<file path="src/rtl/dbg_pkg.sv">
package dbg_pkg;
    localparam int ADDR_W_DEF = 8;
    localparam int DATA_W_DEF = 32;

    localparam int CTRL_OFS = 'h00;
    localparam int INSN_OFS = 'h04;

    // status read bit positions
    localparam int RD_RST  = 0;
    localparam int RD_HALT = 1;
    localparam int RD_BUSY = 2;
    localparam int RD_BRK  = 3;
    localparam int RD_STEP = 4;

    // control write bit positions
    localparam int WR_STEP     = 4;
    localparam int WR_SET_RST  = 16;
    localparam int WR_SET_HALT = 17;
    localparam int WR_CLR_RST  = 24;
    localparam int WR_CLR_HALT = 25;

    typedef enum logic [0:0] {
        ST_IDLE   = 1'b0,
        ST_INJECT = 1'b1
    } inj_state_t;

    typedef struct packed {
        logic step;
        logic set_rst;
        logic set_halt;
        logic clr_rst;
        logic clr_halt;
    } ctrl_fields_t;
endpackage

</file>
<file path="src/rtl/dbg_cmd_fsm.sv">
module dbg_cmd_fsm
    import dbg_pkg::*;
#(
    parameter int DATA_W = DATA_W_DEF
) (
    input  logic              clk,
    input  logic              rst_n,
    input  logic              cmd_valid,
    input  logic              cmd_is_inj,
    input  logic [DATA_W-1:0] cmd_wdata,
    input  logic              inj_ready,
    output logic              cmd_ready,
    output logic              inj_valid,
    output logic [DATA_W-1:0] inj_instr
);
    inj_state_t state_q, state_d;
    logic [DATA_W-1:0] instr_q;

    always_ff @(posedge clk) begin
        if (!rst_n) state_q <= ST_IDLE;
        else        state_q <= state_d;
    end

    always_ff @(posedge clk) begin
        if (!rst_n)
            instr_q <= '0;
        else if (state_q == ST_IDLE && cmd_valid && cmd_is_inj)
            instr_q <= cmd_wdata;
    end

    always_comb begin
        state_d = state_q;
        unique case (state_q)
            ST_IDLE:   if (cmd_valid && cmd_is_inj) state_d = ST_INJECT;
            ST_INJECT: if (inj_ready)               state_d = ST_IDLE;
            default:                                state_d = ST_IDLE;
        endcase
    end

    always_comb begin
        cmd_ready = 1'b0;
        inj_valid = 1'b0;
        inj_instr = instr_q;
        unique case (state_q)
            ST_IDLE:   cmd_ready = !cmd_is_inj;
            ST_INJECT: begin
                inj_valid = 1'b1;
                cmd_ready = inj_ready;
            end
            default: ;
        endcase
    end


    inj_hold_chk: assert property (@(posedge clk) disable iff (!rst_n)
        inj_valid && !inj_ready |=> inj_valid && $stable(inj_instr));


    inj_accept_chk: assert property (@(posedge clk) disable iff (!rst_n)
        cmd_valid && cmd_is_inj && cmd_ready |-> inj_valid && inj_ready);
endmodule

</file>
<file path="src/rtl/dbg_flag_regs.sv">
module dbg_flag_regs
    import dbg_pkg::*;
(
    input  logic         clk,
    input  logic         rst_n,
    input  logic         ctrl_wr,
    input  ctrl_fields_t fields,
    input  logic         bkpt_hit,
    input  logic         retire,
    output logic         reset_f,
    output logic         halt_f,
    output logic         brk_f,
    output logic         step_f
);
    logic r_d, h_d, b_d, s_d;

    always_comb begin
        r_d = reset_f;
        h_d = halt_f;
        b_d = brk_f;
        s_d = step_f;
        if (bkpt_hit) begin
            h_d = 1'b1;
            b_d = 1'b1;
        end
        if (step_f && !halt_f && retire) h_d = 1'b1;
        if (ctrl_wr) begin
            s_d = fields.step;
            if (fields.set_rst)  r_d = 1'b1;
            if (fields.set_halt) h_d = 1'b1;
            if (fields.clr_rst)  r_d = 1'b0;
            if (fields.clr_halt) begin
                h_d = 1'b0;
                b_d = 1'b0;
            end
        end
    end

    always_ff @(posedge clk) begin
        if (!rst_n) begin
            reset_f <= 1'b0;
            halt_f  <= 1'b0;
            brk_f   <= 1'b0;
            step_f  <= 1'b0;
        end else begin
            reset_f <= r_d;
            halt_f  <= h_d;
            brk_f   <= b_d;
            step_f  <= s_d;
        end
    end


    step_load_chk: assert property (@(posedge clk) disable iff (!rst_n)
        ctrl_wr |=> step_f == $past(fields.step));


    clr_halt_chk: assert property (@(posedge clk) disable iff (!rst_n)
        ctrl_wr && fields.clr_halt |=> !halt_f && !brk_f);


    clr_rst_chk: assert property (@(posedge clk) disable iff (!rst_n)
        ctrl_wr && fields.clr_rst |=> !reset_f);


    bkpt_halt_chk: assert property (@(posedge clk) disable iff (!rst_n)
        bkpt_hit && !(ctrl_wr && fields.clr_halt) |=> halt_f && brk_f);


    brk_implies_halt_chk: assert property (@(posedge clk) disable iff (!rst_n)
        brk_f |-> halt_f);


    step_rehalt_chk: assert property (@(posedge clk) disable iff (!rst_n)
        step_f && !halt_f && retire && !(ctrl_wr && fields.clr_halt) |=> halt_f);
endmodule

</file>
<file path="src/rtl/dbg_rf_snoop.sv">
module dbg_rf_snoop
    import dbg_pkg::*;
#(
    parameter int DATA_W = DATA_W_DEF
) (
    input  logic              clk,
    input  logic              rst_n,
    input  logic              rf_wr_en,
    input  logic [DATA_W-1:0] rf_wr_data,
    output logic [DATA_W-1:0] last_q
);
    always_ff @(posedge clk) begin
        if (!rst_n)        last_q <= '0;
        else if (rf_wr_en) last_q <= rf_wr_data;
    end


    rf_capture_chk: assert property (@(posedge clk) disable iff (!rst_n)
        rf_wr_en |=> last_q == $past(rf_wr_data));
endmodule

</file>
<file path="src/rtl/dbg_ctrl_core.sv">
module dbg_ctrl_core
    import dbg_pkg::*;
#(
    parameter int ADDR_W = ADDR_W_DEF,
    parameter int DATA_W = DATA_W_DEF
) (
    input  logic              clk,
    input  logic              dbg_rst_n,
    input  logic              cmd_valid,
    output logic              cmd_ready,
    input  logic              cmd_write,
    input  logic [ADDR_W-1:0] cmd_addr,
    input  logic [DATA_W-1:0] cmd_wdata,
    output logic              rsp_valid,
    output logic [DATA_W-1:0] rsp_rdata,
    output logic              core_halt,
    output logic              core_step,
    output logic              rst_req,
    output logic              inj_valid,
    input  logic              inj_ready,
    output logic [DATA_W-1:0] inj_instr,
    input  logic              core_busy,
    input  logic              bkpt_hit,
    input  logic              core_retire,
    input  logic              rf_wr_en,
    input  logic [DATA_W-1:0] rf_wr_data
);
    localparam logic [ADDR_W-1:0] A_CTRL = ADDR_W'(CTRL_OFS);
    localparam logic [ADDR_W-1:0] A_INSN = ADDR_W'(INSN_OFS);

    logic hit_ctrl, hit_insn, is_inj, accept, ctrl_wr;
    logic reset_f, halt_f, brk_f, step_f;
    logic [DATA_W-1:0] last_rf, status, rd_mux;
    ctrl_fields_t fields;

    assign hit_ctrl = (cmd_addr == A_CTRL);
    assign hit_insn = (cmd_addr == A_INSN);
    assign is_inj   = cmd_write && hit_insn;
    assign accept   = cmd_valid && cmd_ready;
    assign ctrl_wr  = accept && cmd_write && hit_ctrl;

    assign fields.step     = cmd_wdata[WR_STEP];
    assign fields.set_rst  = cmd_wdata[WR_SET_RST];
    assign fields.set_halt = cmd_wdata[WR_SET_HALT];
    assign fields.clr_rst  = cmd_wdata[WR_CLR_RST];
    assign fields.clr_halt = cmd_wdata[WR_CLR_HALT];

    dbg_cmd_fsm #(.DATA_W(DATA_W)) u_fsm (
        .clk        (clk),
        .rst_n      (dbg_rst_n),
        .cmd_valid  (cmd_valid),
        .cmd_is_inj (is_inj),
        .cmd_wdata  (cmd_wdata),
        .inj_ready  (inj_ready),
        .cmd_ready  (cmd_ready),
        .inj_valid  (inj_valid),
        .inj_instr  (inj_instr)
    );

    dbg_flag_regs u_flags (
        .clk      (clk),
        .rst_n    (dbg_rst_n),
        .ctrl_wr  (ctrl_wr),
        .fields   (fields),
        .bkpt_hit (bkpt_hit),
        .retire   (core_retire),
        .reset_f  (reset_f),
        .halt_f   (halt_f),
        .brk_f    (brk_f),
        .step_f   (step_f)
    );

    dbg_rf_snoop #(.DATA_W(DATA_W)) u_snoop (
        .clk        (clk),
        .rst_n      (dbg_rst_n),
        .rf_wr_en   (rf_wr_en),
        .rf_wr_data (rf_wr_data),
        .last_q     (last_rf)
    );

    always_comb begin
        status          = '0;
        status[RD_RST]  = reset_f;
        status[RD_HALT] = halt_f;
        status[RD_BUSY] = core_busy;
        status[RD_BRK]  = brk_f;
        status[RD_STEP] = step_f;
        if (cmd_write)     rd_mux = '0;
        else if (hit_ctrl) rd_mux = status;
        else if (hit_insn) rd_mux = last_rf;
        else               rd_mux = '0;
    end

    always_ff @(posedge clk) begin
        if (!dbg_rst_n) begin
            rsp_valid <= 1'b0;
            rsp_rdata <= '0;
        end else begin
            rsp_valid <= accept;
            if (accept) rsp_rdata <= rd_mux;
        end
    end

    assign core_halt = halt_f;
    assign core_step = step_f;
    assign rst_req   = reset_f;


    rsp_follow_chk: assert property (@(posedge clk) disable iff (!dbg_rst_n)
        accept |=> rsp_valid);


    rsp_spurious_chk: assert property (@(posedge clk) disable iff (!dbg_rst_n)
        !accept |=> !rsp_valid);
endmodule

</file>
<file path="config.mk">
export PLATFORM = sky130hd
export DESIGN_NAME = dbg_ctrl_core
export DESIGN_NICKNAME = d
export VERILOG_FILES = /design/src/rtl/dbg_pkg.sv /design/src/rtl/dbg_cmd_fsm.sv /design/src/rtl/dbg_flag_regs.sv /design/src/rtl/dbg_rf_snoop.sv /design/src/rtl/dbg_ctrl_core.sv
export SDC_FILE = /design/constraint.sdc
export NUM_CORES = 1
export LEC_CHECK = 0
export BUFFER_PORTS_ARGS = -buffer_cell sky130_fd_sc_hd__buf_2
export CORE_ASPECT_RATIO = 1.1
export CORE_MARGIN = 2
export CORE_UTILIZATION = 45
export DETAILED_ROUTE_END_ITERATION = 10
export PLACE_DENSITY = 0.79
export SETUP_SLACK_MARGIN = 0.4
export SLEW_MARGIN = 40
export SYNTH_ARGS = -nofsm -noshare
export SYNTH_HDL_FRONTEND = slang
export SYNTH_SLANG_ARGS = --single-unit
</file>
<file path="constraint.sdc">
create_clock -name clk -period 4.7 [get_ports clk]
set_input_delay 0.705 -clock clk [delete_from_list [all_inputs] [get_ports clk]]
set_output_delay 0.705 -clock clk [all_outputs]
set_load 0.05 [all_outputs]
</file>
==> results.cfg <==
[place]
place_hpwl_mm = 6.53
globalplace.congestion = 0.754
dpl_worst_slack_ns = 1.26
place_area_um2 = 4620
io_buffers = 150
post-place-cells = 627

[clock_tree]
path_clk_slew_ns = 0.08
post-cts-setup-buffer-count = 0
h-tree-depth = 3
cts_buffer_depth = 2
cts_sinks = 102
cts_buffers = 9
cts_tree = built
clock_latency_ns = 0.36
cts_resized = 0
hold_buffers = 0
cts_root_buf = clkbuf_8

[cells_and_area]
num-fill-cells = 775
final_area_um2 = 4790
seq_area_um2 = 2040
layout_commonest_cell = buf_2
layout.nets = 608
fin_util_pct = 57.2
multiInputGateArea_um2 = 1650
stdcell_count = 643
area_delta_synth_final_pct = 24.3
layout_common_cells = buf_2, dfxtp_1, nor2_1
antennaDiodeCount = 0
drive_gt1_share_pct = 34.2

[yosys]
synth_compound_area_share_pct = 6.79
synthAdderAreaFrac_pct = 0
avgSynthCellArea_um2 = 9.70
yosysUniqueCellTypes = 33
syn-instance-count = 397
synth_area_um2 = 3850
ys_seq_area_share_pct = 53.0
synth_xor_area_share_pct = 0
yosysWarnings = 0
synth_top_family_by_area = multiplexers
yosys.area_share.simple_pct = 17.5
synthMuxAreaShare_pct = 18.1
synth_nets = 478
ys_seq_elements = 102

[timing]
worst_slack_ns = 1.24
max_slew_margin_pct = 53.8
maxSlewViolCount = 0
clock_skew_ns = 0.0158
finalHoldViolCount = 0
period_needed_ns = 3.46
setup_viol = 0
rsz0062_at_grt = no
setup_tns_ns = 0
holdWs_ns = 0.451
max_freq_ghz = 0.289
period_share_pct = 73.6
tightestPinTransition_ns = 0.692

[global_route]
grt_usage_pct = 20.1
grt_overflow = 0
grt_max_degree = 43
grt_pass1_vias = 3141
antenna_found_initial = 0
grt_pass1_wl_mm = 14.9

[setup_path]
cp_common_cell = buf_2
worstPathRequired_ns = 3.99
crit_fanout = 35
path_buf_inv = 2
arrival_ns = 2.76
slowest_delay_ns = 0.79
end_kind = output port
crit_path_top_delay_cell = or4_4
path_cells = buf_2 -> or4_1 -> or4_4 -> and2_1 -> buf_2
startpoint_type = input pin
crit_type = in -> out
path_delay_family = simple AND/OR/NAND/NOR gates

[drt]
post-route-drc-count = 0
drt_iter0_drc = 73
vias = 3283
firstDrtPassIters = 6
vias_per_cell = 5.11
drt-total-wl_mm = 9.13
wl_per_cell_um = 14.2
ant_nets = 0

[floorplan]
fp.dieW_um = 92.2
coreArea_um2 = 8360
io_pins = 151
initial_core_util_pct = 46.0
die_area_um2 = 9320
rows = 35
die_y_um = 101

[min_path]
hold_class = reg -> reg

[pwr]
p_per_area_nw_per_um2 = 312
p_leak_nw = 2.17
peakVddDrop_uv = 166
power_mw = 1.50

[job]
cap_violations = 0

[status]
status = completed
-- worst paths after layout --
kind | start | endpoint | slack [ns] | depth (start not counted)
max reg2reg | u_fsm.state_q | u_fsm.inj_instr[6] | 2.70 | 5
min | rsp_rdata[27] | rsp_rdata[27] | 0.45 | 2
min reg2reg | rsp_rdata[27] | rsp_rdata[27] | 0.45 | 2
max | cmd_addr[6] | cmd_ready | 1.24 | 5
-- power breakdown --
part / internal [mW] / leakage (nW) / switching, mW
registers: 0.882 / 0.829 / 0.00910
logic: 0.0482 / 1.25 / 0.0616
clock network: 0.197 / 0.0910 / 0.298
-- cells by family (layout without fill, tap and decap cells) --
| group | count (synthesis) | after routing |
|---|---|---|
| buf+inv | 37 | 172 |
| flops | 102 | 102 |
| compound gates | 45 | 45 |
| mux | 69 | 69 |
| simple gates | 144 | 144 |
-- area by class of cell --
class	instances	share of cell area [%]
flip-flops and latches	102	42.6
multi-input cells	258	34.4
repair buffers	153	16.2
well taps	111	2.90
clock buffers	10	2.67
clock inverters	6	0.941
inverters	3	0.235
-- metal layers --
layer  vias to the layer above  routed length [um]  global-route usage [%]
li1                       1628                   -                       -
met1                      1509                3940                    24.5
met2                       137                4340                    33.4
met3                         9                 703                    6.36
met4                         0                 149                    7.81
met5                         -                   0                       0
-- Yosys cell counts (all sizes together) --
master	number	area, um2
mux2	5	56.3
nand4b	1	8.76
mux2i	64	641
clkinv	1	3.75
nor2	67	251
or4	2	18.8
nand2	32	120
and4	1	8.76
a211oi	3	22.5
nand2b	3	18.8
nor4	1	12.5
or3	1	6.26
a21bo	1	10.0
clkbuf	18	67.6
and3	1	6.26
dfxtp	102	2040
a221oi	1	8.76
a31o	5	43.8
o21ai	27	135
a31oi	1	6.26
nor3	2	15.0
nand3	2	10.0
inv	2	7.51
and2	4	27.5
a21oi	7	35.0
buf	16	98.8
nand4	27	169
-- worst min-delay path, cell delays in order, from the launching register on --
cell and delay (ns):
dfxtp_1 0.31, nand2_1 0.05, o21ai_1 0.05
Note: power is estimated with default switching activity, not from simulation.
